==> config.mk <==
export PLATFORM = sky130hd
export DESIGN_NAME = exp_shutter_ctrl
export DESIGN_NICKNAME = d
export VERILOG_FILES = /design/src/rtl/exp_pkg.sv /design/src/rtl/exp_count.sv /design/src/rtl/exp_seq.sv /design/src/rtl/exp_shutter_ctrl.sv
export SDC_FILE = /design/constraint.sdc
export NUM_CORES = 1
export LEC_CHECK = 0
export CAP_MARGIN = 20
export CORE_MARGIN = 3
export CORE_UTILIZATION = 55
export CTS_BUF_LIST = sky130_fd_sc_hd__clkbuf_4
export DETAILED_ROUTE_END_ITERATION = 10
export PLACE_DENSITY = 0.83
export SLEW_MARGIN = 0
export SYNTH_ARGS = -nofsm -noshare
export SYNTH_HDL_FRONTEND = slang
export SYNTH_HIERARCHICAL = 1
export SYNTH_SLANG_ARGS = --single-unit
==> constraint.sdc <==
create_clock -name clk -period 3.9 [get_ports clk]
set_input_delay 0.585 -clock clk [delete_from_list [all_inputs] [get_ports clk]]
set_output_delay 0.585 -clock clk [all_outputs]
set_load 0.01 [all_outputs]
==> src/rtl/exp_pkg.sv <==
package exp_pkg;

  typedef enum logic [1:0] {
    PH_IDLE   = 2'd0,
    PH_EXPOSE = 2'd1,
    PH_PAUSE  = 2'd2,
    PH_SETTLE = 2'd3
  } phase_t;

  // shutter is opened at start only when enabled and there is time to expose
  function automatic logic opens_at_start(input logic en, input logic nonzero_len);
    return en & nonzero_len;
  endfunction

  function automatic logic phase_active(input phase_t ph);
    return ph != PH_IDLE;
  endfunction

endpackage

==> src/rtl/exp_count.sv <==
module exp_count #(
  parameter int W = 24
) (
  input  logic         clk,
  input  logic         rst_n,
  input  logic         load,
  input  logic [W-1:0] load_val,
  input  logic         clear,
  input  logic         dec,
  output logic [W-1:0] cnt
);

  function automatic logic [W-1:0] step_down(input logic [W-1:0] v);
    return (v == '0) ? v : v - 1'b1;
  endfunction

  always_ff @(posedge clk) begin
    if (!rst_n)      cnt <= '0;
    else if (clear)  cnt <= '0;
    else if (load)   cnt <= load_val;
    else if (dec)    cnt <= step_down(cnt);
  end

  // the count never wraps upward except through an explicit load
  assert_no_wrap_R3: assert property (@(posedge clk) disable iff (!rst_n)
    (!load && !clear) |=> (cnt <= $past(cnt)));

endmodule

==> src/rtl/exp_seq.sv <==
module exp_seq
  import exp_pkg::*;
#(
  parameter int TW = 24,
  parameter int SW = 16
) (
  input  logic          clk,
  input  logic          rst_n,
  input  logic          cmd_start,
  input  logic          cmd_pause,
  input  logic          cmd_resume,
  input  logic          cmd_abort,
  input  logic          shutter_en,
  input  logic          ms_tick,
  input  logic [TW-1:0] exp_time,
  input  logic [TW-1:0] exp_cnt,
  input  logic [SW-1:0] settle_cnt,
  output logic          exp_load,
  output logic          exp_clear,
  output logic          exp_dec,
  output logic          set_load,
  output logic          set_clear,
  output logic          set_dec,
  output phase_t        phase,
  output logic          shutter_n,
  output logic          readout_go,
  output logic          done_pulse
);

  phase_t phase_nx;
  logic   shut_used;

  // named internal events
  logic is_idle, is_exp, is_pause, is_settle;
  logic len_nonzero, exp_last, settle_zero;
  logic ev_abort, ev_start, ev_start_zero, ev_pause, ev_resume;
  logic ev_expire, ev_settle_done;

  assign is_idle     = (phase == PH_IDLE);
  assign is_exp      = (phase == PH_EXPOSE);
  assign is_pause    = (phase == PH_PAUSE);
  assign is_settle   = (phase == PH_SETTLE);
  assign len_nonzero = (exp_time != '0);
  assign exp_last    = (exp_cnt == TW'(1));
  assign settle_zero = (settle_cnt == '0);

  assign ev_abort       = cmd_abort && phase_active(phase);
  assign ev_start       = cmd_start && is_idle && !cmd_abort;
  assign ev_start_zero  = ev_start && !len_nonzero;
  assign ev_pause       = cmd_pause && is_exp && !cmd_abort;
  assign ev_resume      = cmd_resume && is_pause && !cmd_abort;
  assign ev_expire      = is_exp && ms_tick && exp_last && !cmd_abort && !cmd_pause;
  assign ev_settle_done = is_settle && settle_zero && !cmd_abort;

  assign exp_load  = ev_start;
  assign exp_clear = ev_abort;
  assign exp_dec   = is_exp && ms_tick && !cmd_pause && !cmd_abort;
  assign set_load  = ev_expire || ev_start_zero;
  assign set_clear = ev_abort;
  assign set_dec   = is_settle && ms_tick && !settle_zero && !cmd_abort;

  always_comb begin
    phase_nx = phase;
    if (ev_abort)            phase_nx = PH_IDLE;
    else if (ev_start_zero)  phase_nx = PH_SETTLE;
    else if (ev_start)       phase_nx = PH_EXPOSE;
    else if (ev_pause)       phase_nx = PH_PAUSE;
    else if (ev_resume)      phase_nx = PH_EXPOSE;
    else if (ev_expire)      phase_nx = PH_SETTLE;
    else if (ev_settle_done) phase_nx = PH_IDLE;
  end

  always_ff @(posedge clk) begin
    if (!rst_n) begin
      phase      <= PH_IDLE;
      shutter_n  <= 1'b1;
      shut_used  <= 1'b0;
      readout_go <= 1'b0;
      done_pulse <= 1'b0;
    end else begin
      phase      <= phase_nx;
      readout_go <= ev_settle_done;
      done_pulse <= cmd_abort;
      if (ev_start) shut_used <= opens_at_start(shutter_en, len_nonzero);
      if (ev_abort || ev_pause || ev_expire) shutter_n <= 1'b1;
      else if (ev_start)  shutter_n <= ~opens_at_start(shutter_en, len_nonzero);
      else if (ev_resume) shutter_n <= ~shut_used;
    end
  end

  // the shutter is only ever open during the exposing phase
  assert_open_only_exposing_R2: assert property (@(posedge clk) disable iff (!rst_n)
    !shutter_n |-> (phase == PH_EXPOSE));

  // a readout request only ever ends a settle phase
  assert_go_after_settle_R4: assert property (@(posedge clk) disable iff (!rst_n)
    readout_go |-> ($past(phase) == PH_SETTLE && phase == PH_IDLE));

  // the count stays frozen while paused
  assert_pause_frozen_R5: assert property (@(posedge clk) disable iff (!rst_n)
    (is_pause && !cmd_resume && !cmd_abort) |=> $stable(exp_cnt));

  // a done reply is only given for an abort strobe
  assert_done_from_abort_R7: assert property (@(posedge clk) disable iff (!rst_n)
    done_pulse |-> $past(cmd_abort));

  // a start while exposing leaves the count alone
  assert_busy_start_ignored_R8: assert property (@(posedge clk) disable iff (!rst_n)
    (cmd_start && is_exp && !ms_tick && !cmd_pause && !cmd_abort) |=> $stable(exp_cnt));

  // zero-length start keeps the shutter closed and enters settle
  assert_zero_start_closed_R9: assert property (@(posedge clk) disable iff (!rst_n)
    (cmd_start && is_idle && !cmd_abort && exp_time == '0) |=>
      (shutter_n && phase == PH_SETTLE));

endmodule

==> src/rtl/exp_shutter_ctrl.sv <==
module exp_shutter_ctrl
  import exp_pkg::*;
#(
  parameter int AW = 24,
  parameter int SW = 16
) (
  input  logic          clk,
  input  logic          rst_n,
  input  logic          cmd_set,
  input  logic          cmd_start,
  input  logic          cmd_pause,
  input  logic          cmd_resume,
  input  logic          cmd_abort,
  input  logic [AW-1:0] cmd_arg,
  input  logic          shutter_en,
  input  logic [SW-1:0] settle_ms,
  input  logic          ms_tick,
  output logic          shutter_n,
  output logic [AW-1:0] remain_ms,
  output logic          busy,
  output logic          readout_go,
  output logic          done_pulse
);

  logic [AW-1:0] exp_time;
  logic [AW-1:0] exp_cnt;
  logic [SW-1:0] settle_cnt;
  logic          exp_load, exp_clear, exp_dec;
  logic          set_load, set_clear, set_dec;
  phase_t        phase;

  // stored length, changed only by a set strobe
  always_ff @(posedge clk) begin
    if (!rst_n)       exp_time <= '0;
    else if (cmd_set) exp_time <= cmd_arg;
  end

  exp_count #(.W(AW)) i_exp_count (
    .clk(clk), .rst_n(rst_n),
    .load(exp_load), .load_val(exp_time), .clear(exp_clear), .dec(exp_dec),
    .cnt(exp_cnt)
  );

  exp_count #(.W(SW)) i_settle_count (
    .clk(clk), .rst_n(rst_n),
    .load(set_load), .load_val(settle_ms), .clear(set_clear), .dec(set_dec),
    .cnt(settle_cnt)
  );

  exp_seq #(.TW(AW), .SW(SW)) i_exp_seq (
    .clk(clk), .rst_n(rst_n),
    .cmd_start(cmd_start), .cmd_pause(cmd_pause), .cmd_resume(cmd_resume),
    .cmd_abort(cmd_abort), .shutter_en(shutter_en), .ms_tick(ms_tick),
    .exp_time(exp_time), .exp_cnt(exp_cnt), .settle_cnt(settle_cnt),
    .exp_load(exp_load), .exp_clear(exp_clear), .exp_dec(exp_dec),
    .set_load(set_load), .set_clear(set_clear), .set_dec(set_dec),
    .phase(phase), .shutter_n(shutter_n), .readout_go(readout_go),
    .done_pulse(done_pulse)
  );

  assign remain_ms = exp_cnt;
  assign busy      = phase_active(phase);

  // after an abort of an active exposure the block is idle and closed
  assert_abort_idle_R7: assert property (@(posedge clk) disable iff (!rst_n)
    (cmd_abort && busy) |=> (!busy && shutter_n && remain_ms == '0));

endmodule

Yosys cells after proc, flatten, opt, wreduce, memory -nomap -nowiden
Cells that the tools add are included.
{"block": "classes", "addsub": 2, "n_eq_ne": 6, "muxes": 14, "bitwise_logic": 4, "n_reduce_logical": 39}
{"op": "$mux W24", "n": 3}
{"op": "$mux W16", "n": 3}
{"op": "$eq A24 B1 Y1 const B", "n": 1}
{"op": "$logic_not A24 Y1", "n": 1}
{"op": "$reduce_bool A24 Y1", "n": 1}
{"op": "$sub A24 B1 Y24 const B", "n": 1}
{"op": "$logic_and A1 B1 Y1", "n": 19}
{"op": "$logic_not A16 Y1", "n": 1}
{"op": "$sub A16 B1 Y16 const B", "n": 1}
{"op": "$mux W2", "n": 6}
{"op": "$reduce_bool A2 Y1", "n": 4}
{"op": "$reduce_bool A6 Y1", "n": 1}
{"op": "$eq A2 B2 Y1 const B", "n": 2}
{"op": "$logic_not A1 Y1", "n": 4}
{"op": "$ne A2 B1 Y1 const B", "n": 2}
{"op": "$reduce_and A2 Y1", "n": 2}
{"op": "$reduce_or A2 Y1", "n": 2}
{"op": "$logic_or A1 B1 Y1", "n": 3}
{"op": "$not A1 Y1", "n": 3}
{"op": "$eq A2 B1 Y1 const B", "n": 1}
{"op": "$logic_not A2 Y1", "n": 1}
{"op": "$mux W1", "n": 2}
{"op": "$and A1 B1 Y1", "n": 1}
{"block": "totals", "ff_bits": 70, "inputBits": 49, "out_inout_bits": 28, "wordCells": 73}

Logic depth before layout (Yosys ltp)
Gate-level depths: netlist of run 1.
{"block": "depth", "depth_word": 10, "depth_mapped": 9, "ltp_nobuf": 8}

Modules after synthesis
Netlist of run 1, hierarchy kept.
{"module": "exp_count at i_exp_count", "instances": 1, "cells_each": 170, "area_each_um2": 1407.6, "seq_area_each_um2": 480.5}
{"module": "exp_count at i_settle_count", "instances": 1, "cells_each": 116, "area_each_um2": 954.7, "seq_area_each_um2": 320.3}
{"module": "exp_shutter_ctrl", "instances": 1, "cells_each": 78, "area_each_um2": 935.9, "seq_area_each_um2": 480.5}
{"module": "exp_seq", "instances": 1, "cells_each": 59, "area_each_um2": 488.0, "seq_area_each_um2": 120.1}

Worst setup path after synthesis of run 1
Ideal clock, no wire load.
{"block": "synth_timing", "path_type": "input-to-reg", "from": "input cmd_abort", "to": "register i_settle_count.cnt[11]", "setup_ns": 0.137, "t_arrival_ns": 2.159, "required_time_ns": 3.763, "setup_slack_ns": 1.604, "cell_stages": 9, "n_path_buf": 2, "path_cell_list": "nor4b_2 -> nand3_1 -> nor2_2 -> or2_2 -> clkbuf_1 -> inv_1 -> clkbuf_1 -> o21ai_0 -> a31oi_1"}
{"block": "synth_via", "elab_chain_cells": 6, "elab_cells_between_ends": 13, "cone_classes": "1 x eq/ne; 1 x mux; 11 x reduce/logical"}
{"element": "start, declared", "line": "exp_shutter_ctrl.sv:13", "text": "input logic cmd_abort,"}
{"element": "$logic_not A1 Y1 (*)", "line": "exp_seq.sv:48, exp_seq.sv:52"}
{"element": "$logic_and A1 B1 Y1, on equally long branches", "line": "exp_seq.sv:52, exp_seq.sv:48"}
{"element": "$logic_and A1 B1 Y1, on equally long branches", "line": "exp_seq.sv:52, exp_seq.sv:49"}
{"element": "$logic_or A1 B1 Y1 (*)", "line": "exp_seq.sv:58", "text": "assign set_load = ev_expire || ev_start_zero;"}
{"element": "net set_load", "line": "exp_shutter_ctrl.sv:29", "text": "logic set_load, set_clear, set_dec;"}
{"element": "$ne A2 B1 Y1 (no line) or $reduce_bool A2 Y1 (tied branches)"}
{"element": "$reduce_and A2 Y1 (no line)"}
{"element": "end signal, assigned", "line": "exp_count.sv:20", "text": "else if (load) cnt <= load_val;"}
{"element": "end signal, assigned", "line": "exp_count.sv:21", "text": "else if (dec) cnt <= step_down(cnt);"}
{"element": "end, declared", "line": "exp_count.sv:10", "text": "output logic [W-1:0] cnt"}
Mark *: on every way through the listed nets, which the timed path passes. The rest lies on a longest branch.
A chain may end at the register's enable or synchronous reset.

Final worst setup path of run 1
{"block": "layout_timing", "from": "input cmd_abort", "to": "register i_settle_count.cnt[10]"}
{"block": "layout_via", "elab_chain_cells": 6, "elab_cells_between_ends": 13, "cone_classes": "1 x eq/ne; 1 x mux; 11 x reduce/logical"}
{"element": "$logic_not A1 Y1 (*)", "line": "exp_seq.sv:48", "text": "assign ev_start = cmd_start && is_idle && !cmd_abort;"}
{"element": "$logic_and A1 B1 Y1 (*)", "line": "exp_seq.sv:48"}
{"element": "net exp_load", "line": "exp_shutter_ctrl.sv:28", "text": "logic exp_load, exp_clear, exp_dec;"}
{"element": "$logic_and A1 B1 Y1 (*)", "line": "exp_seq.sv:49", "text": "assign ev_start_zero = ev_start && !len_nonzero;"}
{"element": "$logic_or A1 B1 Y1 (*)", "line": "exp_seq.sv:58"}
{"element": "net set_load", "line": "exp_shutter_ctrl.sv:29"}
{"element": "$ne A2 B1 Y1 (no line) or $reduce_bool A2 Y1 (tied branches)"}
{"element": "$reduce_and A2 Y1 (no line)"}
Marked as above.

==> results of run 1 <==
-- critical path, stage by stage --
cell and delay (ns):
clkdlybuf4s50_1 0.50, nor4b_2 0.61, nand3_1 0.17, nor2_2 0.17, or2_2 0.26, inv_1 0.34, o21ai_0 0.33, a21oi_1 0.07
-- synth_stat cells (2+ instances only) --
cell type / instances
dfxtp_1: 70
nand2b_1: 8
or3_1: 5
nor3_1: 11
xnor2_1: 24
nor4b_2: 2
a211oi_1: 12
o21ai_0: 35
buf_6: 2
nand3_1: 9
and3_1: 2
nor2_1: 18
o31a_1: 2
nor4_1: 29
a31oi_1: 7
o31ai_1: 5
or4_4: 2
nand4_1: 7
or2_2: 5
a21oi_2: 2
or4_1: 9
mux2i_1: 26
nor2b_1: 26
a21oi_1: 29
nor4b_1: 2
a21boi_0: 2
inv_1: 13
buf_12: 2
o311a_1: 3
and2_1: 2
clkbuf_1: 14
nand2_1: 7
o41ai_1: 2
ha_1: 3
buf_2: 2
-- kinds of logic after synthesis --
logic type | share of synthesized area, %
adder cells (fa/ha/maj) | 0.992
flip-flops | 37.0
AND/OR/NAND/NOR | 26.9
XOR/XNOR | 5.78
buffers and inverters | 4.79
AO/OA/AOI/OAI | 17.2
multiplexers | 7.27
-- per-stage QoR --
stage          hold WS [ns]  cells  worst slack (ns)
2_1_floorplan         0.474    423              1.60
3_3_place_gp          0.504    559             0.845
3_5_place_dp          0.530    559             0.749
4_1_cts               0.545    572              1.20
5_1_grt               0.553    572             0.907
6_report              0.541    572              1.17
-- power by group through the flow --
stage               Sequential (mW)  Clock (mW)  Combinational (mW)
floorplan                     0.815           0               0.213
global placement              0.819           0               0.342
detailed placement            0.821           0               0.349
CTS                           0.805       0.363               0.351
global route                  0.812       0.394               0.385
finish                        0.806       0.355               0.354
-- cell type report --
type                            instances  area, um^2
Sequential cell                        70        1400
Inverter                               13        48.8
Fill cell                             534        1870
Timing Repair Buffer                   80         791
Clock buffer                            9        67.6
Clock inverter                          4        17.5
Tap cell                               77        96.3
Multi-Input combinational cell        319        2200
-- layout by cell type (no fill, tap or decap), drive strengths merged, types with 4 or more instances in the layout --
master / count
nand4: 7
a31oi: 7
inv: 13
or4: 11
xnor2: 24
dfxtp: 70
mux2i: 26
a211oi: 12
o31ai: 5
clkinv: 4
nand3: 9
nor2b: 26
nor4b: 4
clkdlybuf4s50: 76
nor2: 19
or2: 5
nand2b: 8
clkbuf: 9
nor3: 12
buf: 4
or3: 7
a21oi: 31
nor4: 30
nand2: 7
o21ai: 36
-- flip-flops by register name, summed over array words and instances, names as in the netlist --
name                  flops
i_exp_seq/phase           2
exp_time                 24
i_exp_seq/shutter_n       1
i_exp_seq/readout_go      1
i_exp_seq/done_pulse      1
i_exp_seq/shut_used       1
i_settle_count/cnt       16
i_exp_count/cnt          24
-- worst paths after layout --
| kind | startpoint | to | cells after the start |
|---|---|---|---|
| min reg2reg | exp_time[17] | exp_time[17] | 2 |
| max | cmd_abort | i_settle_count/cnt[10] | 8 |
| min | exp_time[17] | exp_time[17] | 2 |
| max reg2reg | i_exp_count/cnt[0] | i_exp_count/cnt[1] | 7 |
-- metal layers --
layer | up-vias | wire, um | GRT usage, %
met5 | - | 0 | 0
met4 | 0 | 134 | 6.77
met3 | 17 | 687 | 6.45
met2 | 159 | 4430 | 39.9
met1 | 1645 | 4350 | 34.5
li1 | 1716 | - | -
==> results.txt, run 1 <==
# diodes - 0
Wire length per cell - 16.8 um
P_leak - 1.66 nW
Arr. time, crit path - 3.04 ns
Setup TNS Final - 0 ns
Clk root buf - clkbuf_4
Core Rows - 29
First-pass GRT wire length - 15500 um
PD cells - 327 nW/um^2
Clock skew - 0.00840 ns
First-iteration detailed-routing DRC count - 265
Post-layout util - 71.2%
Clock latency on the worst-skew pair - 0.42 ns
Seq/Total Area, Yosys - 37.0%
Reg-to-reg slack, setup - 1.24 ns
Post-DP Area - 4540 um^2
Final setup viols - 0
Number of max-cap violations - 0
Final hold vios - 0
Post-synth top area cell - dfxtp_1
Clk sinks - 70
Vias in the first global route - 3188
Syn. warnings - 6
Final nets - 545
Drt pass-1 iters - 7
Min Tclk post-route - 2.73 ns
Number of synthesized register bits - 70
Synthesis-to-layout area growth - 22.2%
Switching Fraction - 30.8%
Port-buffer cells - 76
Max_slew headroom - 39.7%
CTS resizes - 0
Comb power frac - 23.3%
Largest net degree at the start of global routing - 48
Initial Utilization - 58.3%
Predominant post-synthesis flop cell - dfxtp_1
Startpoint Class - primary input
Core area - 6490 um^2
Final Cell Area - 4630 um^2
Syn_area_per_cell - 8.95 um^2
Cell variety after synth - 59
Fraction of power consumed by the clock network - 23.4%
Share of cells above drive strength 1 - 8.28%
Post-synth EDFFs - 0
Int Pwr - 1.05 mW
Part of the power in registers - 53.2%
Tot GR Track Use - 25.2%
DRC - 0
Max-slew violation count - 0
Max clock buf depth - 2
CTS clock-pin slew for the worst setup and hold paths - 0.10 ns
Initial antenna violation count - 0
Final wirelength - 9600 um
Vias per inst - 6.18
Worst Setup End Kind - flop
Net Switching - 0.466 mW
Routed Antenna Nets - 0
Crit path kind - primary input to flop
Htree depth - 3
Class of the worst hold path - flop to flop
Post-CTS setup buffer count - 0
Design Power - 1.51 mW
Post-synth ARST share - 0%
Peak supply drop - 294 uV
CTS Hold Bufs - 0
CP max FO - 25
Gr ovfl total - 0
Die height - 89.0 um
Via Count - 3537
Gp weighted congestion - 0.946
CTS tree - yes
Actual slew at the worst max-slew pin - 0.903 ns
RSZ-0062 raised after global routing - false
Synth area leaders - dfxtp_1 37%, mux2i_1 6.9%, xnor2_1 5.6%, nor4_1 4.8%, o21ai_0 4.6%
Cts bufs inserted - 9
Synth top area share - 37.0%
Post-Synthesis Cell Area - 3790 um^2
Num ports - 77
Full die area - 7920 um^2
Critical Path RT - 4.21 ns
Post-Synthesis Cells - 423
Syn nets - 475
Final period utilization - 69.9%
DP HPWL - 7190 um
Chip width - 89.0 um
Outcome - finished clean
Fmax - 367 MHz
(Power assumes the default switching activity.)
==> inputs of run 2 (changes only) <==
CORE_UTILIZATION = 48   (was 55)
PLACE_DENSITY = 0.76   (was 0.83)
clock period = 2.25 ns   (was 3.9 ns; I/O delays follow)
==> results.txt, run 2 (synthesis gave the netlist of run 1 again) <==
Clock skew - 0.0164 ns (was 0.00840 ns)
R2R Path End - i_settle_count/cnt[13] (was i_exp_count/cnt[1])
Class of the worst hold path - primary input to flop (was flop to flop)
Core area - 7450 um^2 (was 6490 um^2)
Port-buffer cells - 76 (unchanged)
Hold Path Stages - 3 (was 2)
Full die area - 8990 um^2 (was 7920 um^2)
WP buf/inv - 0 (was 2)
CTS clock-pin slew for the worst setup and hold paths - 0.11 ns (was 0.10 ns)
CTS tree - yes (unchanged)
Most common cell after layout, fill and taps aside - clkdlybuf4s50_1 (unchanged)
Outcome - finished clean (unchanged)
CP max FO - 5 (was 25)
Peak supply drop - 328 uV (was 294 uV)
CP cell instances - or4_1, or3_2, o31a_1, o311a_1 (was clkdlybuf4s50_1, nor4b_2, nand3_1, nor2_2, or2_2, inv_1, o21ai_0, a21oi_1)
Final hold vios - 0 (unchanged)
Min Tclk post-route - 2.21 ns
Max-slew violation count - 0 (unchanged)
Number of max-cap violations - 0 (unchanged)
Final wirelength - 11000 um (was 9600 um)
Htree depth - 3 (unchanged)
Critical Path RT - 2.55 ns (was 4.21 ns)
P_leak - 2.00 nW (was 1.66 nW)
Setup TNS Final - 0 ns (unchanged)
Via Count - 3721 (was 3537)
CP top delay family - simple AND/OR/NAND/NOR gates (unchanged)
Chip width - 94.8 um (was 89.0 um)
Design Power - 2.94 mW (was 1.51 mW)
Actual slew at the worst max-slew pin - 0.617 ns (was 0.903 ns)
Vias per inst - 5.72 (was 6.18)
Worst r2r src - i_settle_count/cnt[4] (was i_exp_count/cnt[0])
Cts bufs inserted - 9 (unchanged)
RSZ-0062 raised after global routing - true (was false)
Largest net degree at the start of global routing - 25 (was 48)
CP max stage delay - 0.65 ns (was 0.61 ns)
Worst Setup End Kind - flop (unchanged)
Worst r2r path cells - 4 (was 7)
Final setup viols - 0 (unchanged)
# diodes - 0 (unchanged)
Fill cells - 624 (was 534)
Clk root buf - clkbuf_4 (unchanged)
Max clock buf depth - 2 (unchanged)
Final period utilization - 98.1%
Worst Setup Slack, final - 0.0421 ns (was 1.17 ns)
Share of cells above drive strength 1 - 21.2% (was 8.28%)
Top flop regs - exp_time: 24 flops, i_exp_count/cnt: 24 flops, i_settle_count/cnt: 16 flops (unchanged)
Worst Setup SP - i_settle_count/cnt[4] (was cmd_abort)
First-iteration detailed-routing DRC count - 243 (was 265)
Clock latency on the worst-skew pair - 0.42 ns (about the same)
Synthesis-to-layout area growth - 37.9% (was 22.2%)
Core Rows - 31 (was 29)
Num ports - 77 (unchanged)
Die height - 94.8 um (was 89.0 um)
DRC - 0 (unchanged)
Final Non-Filler Cells - 651 (was 572)
PD cells - 563 nW/um^2 (was 327 nW/um^2)
Initial antenna violation count - 0 (unchanged)
Reg area - 1410 um^2 (was 1400 um^2)
DP HPWL - 8370 um (was 7190 um)
Gr ovfl total - 0 (unchanged)
DP Worst Slack - -0.294 ns (was 0.749 ns)
Most frequent cells in the layout - 76 x clkdlybuf4s50_1, 62 x dfxtp_1, 58 x buf_4 (was 76 x clkdlybuf4s50_1, 70 x dfxtp_1, 35 x o21ai_0)
Crit-path slowest cell - or4_1 (was nor4b_2)
Gp weighted congestion - 0.949 (was 0.946)
Initial Utilization - 50.8% (was 58.3%)
Fmax - 453 MHz
Multi-input gate area - 2280 um^2 (was 2200 um^2)
Reg-to-reg slack, setup - 0.04 ns (was 1.24 ns)
Routed Antenna Nets - 0 (unchanged)
Startpoint Class - flop (was primary input)
Hold worst-path end - i_settle_count/cnt[4] (was exp_time[17])
HP Start - settle_ms[4] (was exp_time[17])
Drt pass-1 iters - 4 (was 7)
Vias in the first global route - 3508 (was 3188)
Crit path kind - flop to flop (was primary input to flop)
Arr. time, crit path - 2.51 ns (was 3.04 ns)
Tot GR Track Use - 25.1% (was 25.2%)
DP Cell Count - 635 (was 559)
First-pass GRT wire length - 17800 um (was 15500 um)
Wire length per cell - 16.9 um (was 16.8 um)
Clk sinks - 70 (unchanged)
Final nets - 601 (was 545)
Max_slew headroom - 58.5% (was 39.7%)
[run 2: changes by cell type in the layout (fill, tap and decap cells not counted), moves of 2 or more]
cell / delta
clkinv_1: -2
nor4_1: -4
clkinvlp_4: +2
nor4_2: +3
dfxtp_1: -8
dfxtp_2: +8
o41ai_1: -2
buf_4: +54
[run 2: layer usage]
metal | global-route usage (%) | wire length, um | up-vias
met4 | 7.33 | 110 | 0
met1 | 36.5 | 5210 | 1754
met5 | 0 | 0 | -
met2 | 37.7 | 4930 | 130
li1 | - | - | 1829
met3 | 4.70 | 718 | 8
[run 2: worst max-delay path by stage]
stage | cells past startpoint | endpoint
after floorplan | 6 | i_settle_count/cnt[14]
after global placement | 8 | i_settle_count/cnt[14]
after detailed placement | 9 | i_settle_count/cnt[15]
after CTS | 9 | i_exp_count/cnt[6]
after global routing | 9 | i_exp_count/cnt[13]
final | 4 | i_settle_count/cnt[13]
[run 2: cell type report]
type | instances | share of cell area [%]
sequential | 70 | 27.0
multi-input combinational | 319 | 43.7
tap | 99 | 2.37
clock inverter | 4 | 0.959
timing repair buffer | 136 | 23.5
clock buffer | 10 | 1.44
inverter | 13 | 0.935
[run 2: worst reg2reg max path: cells and delay by family (launching register included)]
kind / cells / cell delay [ns]
flops: 1 / 0.35
simple gates: 2 / 1.16
compound gates: 2 / 0.58
[run 2: where the power goes]
| group | total (mW) | internal [mW] | switching (mW) |
|---|---|---|---|
| combinational | 0.782 | 0.406 | 0.376 |
| clock | 0.783 | 0.338 | 0.446 |
| sequential | 1.37 | 1.31 | 0.0659 |
[run 2: repair_timing]
action	4_1_cts	5_1_grt
buffers inserted	2	0
endpoints found under the setup margin	17	28
hold buffers	0	0
gates resized for setup	3	19
pin swaps	2	5
[run 2: metrics by stage]
stage | utilization, % | cell area (um^2) | hold slack (ns)
after floorplan | - | 3790 | 0.459
after global placement | 67.0 | 4990 | 0.503
after detailed placement | 67.0 | 4990 | 0.512
after CTS | 69.1 | 5140 | 0.497
after global routing | 70.1 | 5220 | 0.513
final | 70.1 | 5220 | 0.510
==> inputs of run 3 (changes only) <==
SETUP_SLACK_MARGIN = 0.1   (was unset)
==> results.txt, run 3 (synthesis gave the netlist of run 1 again) <==
M2 GR Usage - 36.2% (was 37.7%)
Max clock buf depth - 2 (unchanged)
Final nets - 598 (was 601)
DP Cell Count - 630 (was 635)
Core area - 7450 um^2 (unchanged)
Final period utilization - 95.7% (was 98.1%)
Number of max-cap violations - 0 (unchanged)
P_leak - 2.01 nW (was 2.00 nW)
Clock skew - 0.0227 ns (was 0.0164 ns)
Worst Setup Slack, final - 0.0967 ns (was 0.0421 ns)
First-pass GRT wire length - 16800 um (was 17800 um)
Synthesis-to-layout area growth - 40.2% (was 37.9%)
Most common cell after layout, fill and taps aside - clkdlybuf4s50_1 (unchanged)
Initial antenna violation count - 0 (unchanged)
Clk root buf - clkbuf_4 (unchanged)
Die height - 94.8 um (unchanged)
Clock latency on the worst-skew pair - 0.41 ns (was 0.42 ns)
Crit path kind - flop to flop (unchanged)
Most frequent cells in the layout - 76 x clkdlybuf4s50_1, 56 x dfxtp_1, 54 x buf_4 (was 76 x clkdlybuf4s50_1, 62 x dfxtp_1, 58 x buf_4)
Drt pass-1 iters - 4 (unchanged)
Num ports - 77 (unchanged)
Final Non-Filler Cells - 650 (was 651)
Gr ovfl total - 0 (unchanged)
GR Util met1 - 34.7% (was 36.5%)
Arr. time, crit path - 2.48 ns (was 2.51 ns)
# diodes - 0 (unchanged)
Wire length per cell - 16.7 um (was 16.9 um)
Vias per inst - 5.79 (was 5.72)
Setup TNS Final - 0 ns (unchanged)
Top flop regs - exp_time: 24 flops, i_exp_count/cnt: 24 flops, i_settle_count/cnt: 16 flops (unchanged)
Htree depth - 3 (unchanged)
CP max FO - 5 (unchanged)
Clk sinks - 70 (unchanged)
Core Rows - 31 (unchanged)
DP Worst Slack - -0.339 ns (was -0.294 ns)
Routed Antenna Nets - 0 (unchanged)
Via Count - 3763 (was 3721)
Vias in the first global route - 3442 (was 3508)
Tot GR Track Use - 23.9% (was 25.1%)
Cts bufs inserted - 9 (unchanged)
PD cells - 576 nW/um^2 (was 563 nW/um^2)
Largest net degree at the start of global routing - 32 (was 25)
Global routing usage on met3 - 3.59% (was 4.70%)
Worst Setup End Kind - flop (unchanged)
Initial Utilization - 50.8% (unchanged)
Peak supply drop - 284 uV (was 328 uV)
Critical Path RT - 2.58 ns (was 2.55 ns)
Busiest layer in global routing - met2 (unchanged)
First-iteration detailed-routing DRC count - 321 (was 243)
RSZ-0062 raised after global routing - true (unchanged)
DP HPWL - 8020 um (was 8370 um)
Chip width - 94.8 um (unchanged)
Outcome - finished clean (unchanged)
Fmax - 464 MHz (was 453 MHz)
Final hold vios - 0 (unchanged)
Hold slack - 0.525 ns (was 0.510 ns)
CTS clock-pin slew for the worst setup and hold paths - 0.12 ns (was 0.11 ns)
Min Tclk post-route - 2.15 ns (was 2.21 ns)
Final wirelength - 10800 um (was 11000 um)
Actual slew at the worst max-slew pin - 0.496 ns (was 0.617 ns)
DRC - 0 (unchanged)
Gp weighted congestion - 0.954 (was 0.949)
Share of cells above drive strength 1 - 24.0% (was 21.2%)
Startpoint Class - flop (unchanged)
Port-buffer cells - 76 (unchanged)
Final setup viols - 0 (unchanged)
Class of the worst hold path - flop to flop (was primary input to flop)
Full die area - 8990 um^2 (unchanged)
Max_slew headroom - 66.6% (was 58.5%)
Max-slew violation count - 0 (unchanged)
CTS tree - yes (unchanged)
-- run 3: cell count changes in the layout (fill, tap and decap cells not counted), moves of 2 or more --
cell,delta
buf_4,-4
a211oi_1,-2
or4_4,+4
a211oi_2,+2
buf_12,+2
nor4_2,+3
or4_1,-4
clkinv_1,+2
dfxtp_1,-6
dfxtp_4,+3
nor4_1,-2
dfxtp_2,+3
-- run 3: layout make-up --
| cell class | instances | area (um^2) |
|---|---|---|
| clock buffer | 9 | 67.6 |
| clock inverter | 7 | 88.8 |
| fill | 597 | 2140 |
| inverter | 13 | 48.8 |
| multi-input combinational | 319 | 2320 |
| sequential | 70 | 1430 |
| tap | 99 | 124 |
| timing repair buffer | 133 | 1230 |
-- run 3: repair_timing --
action	CTS	global route
buffers inserted	2	2
hold buffers	0	0
gates cloned	0	0
resized for setup	9	30
pin swaps	1	5
setup endpoints to repair	13	28
-- run 3: metal layers --
metal | share of wire (%) | vias to the layer above
met2 | 45 | 149
met5 | 0 | -
met4 | 1.7 | 0
met1 | 47 | 1764
li1 | - | 1829
met3 | 6.0 | 21
-- run 3: worst paths after layout --
path	end	start	cells past startpoint	slack (ns)
setup / recovery	i_settle_count/cnt[14]	i_settle_count/cnt[9]	4	0.1
hold / removal	i_settle_count/cnt[1]	i_settle_count/cnt[1]	2	0.53
setup reg to reg	i_settle_count/cnt[14]	i_settle_count/cnt[9]	4	0.1
hold reg to reg	i_settle_count/cnt[1]	i_settle_count/cnt[1]	2	0.53
-- run 3: report_power, final --
group,leakage [nW],switching (mW),internal [mW],total [mW]
logic,1.35,0.366,0.411,0.778
registers,0.581,0.0736,1.30,1.38
clock network,0.0810,0.457,0.443,0.900
total,2.01,0.897,2.16,3.05
-- run 3: stage by stage --
stage / power (mW) / area [um^2] / utilization (%)
floorplan: 1.79 / 3790 / -
global placement: 2.12 / 4980 / 66.9
detailed placement: 2.13 / 4980 / 66.9
CTS: 3.04 / 5170 / 69.5
global route: 3.19 / 5310 / 71.3
finish: 3.05 / 5310 / 71.3
-- run 3: worst max-delay path: stages, from the launching register on --
cell and delay [ns]:
dfxtp_4 0.38, or4_4 0.57, or4_4 0.57, or4_4 0.43
a31oi_1 0.13
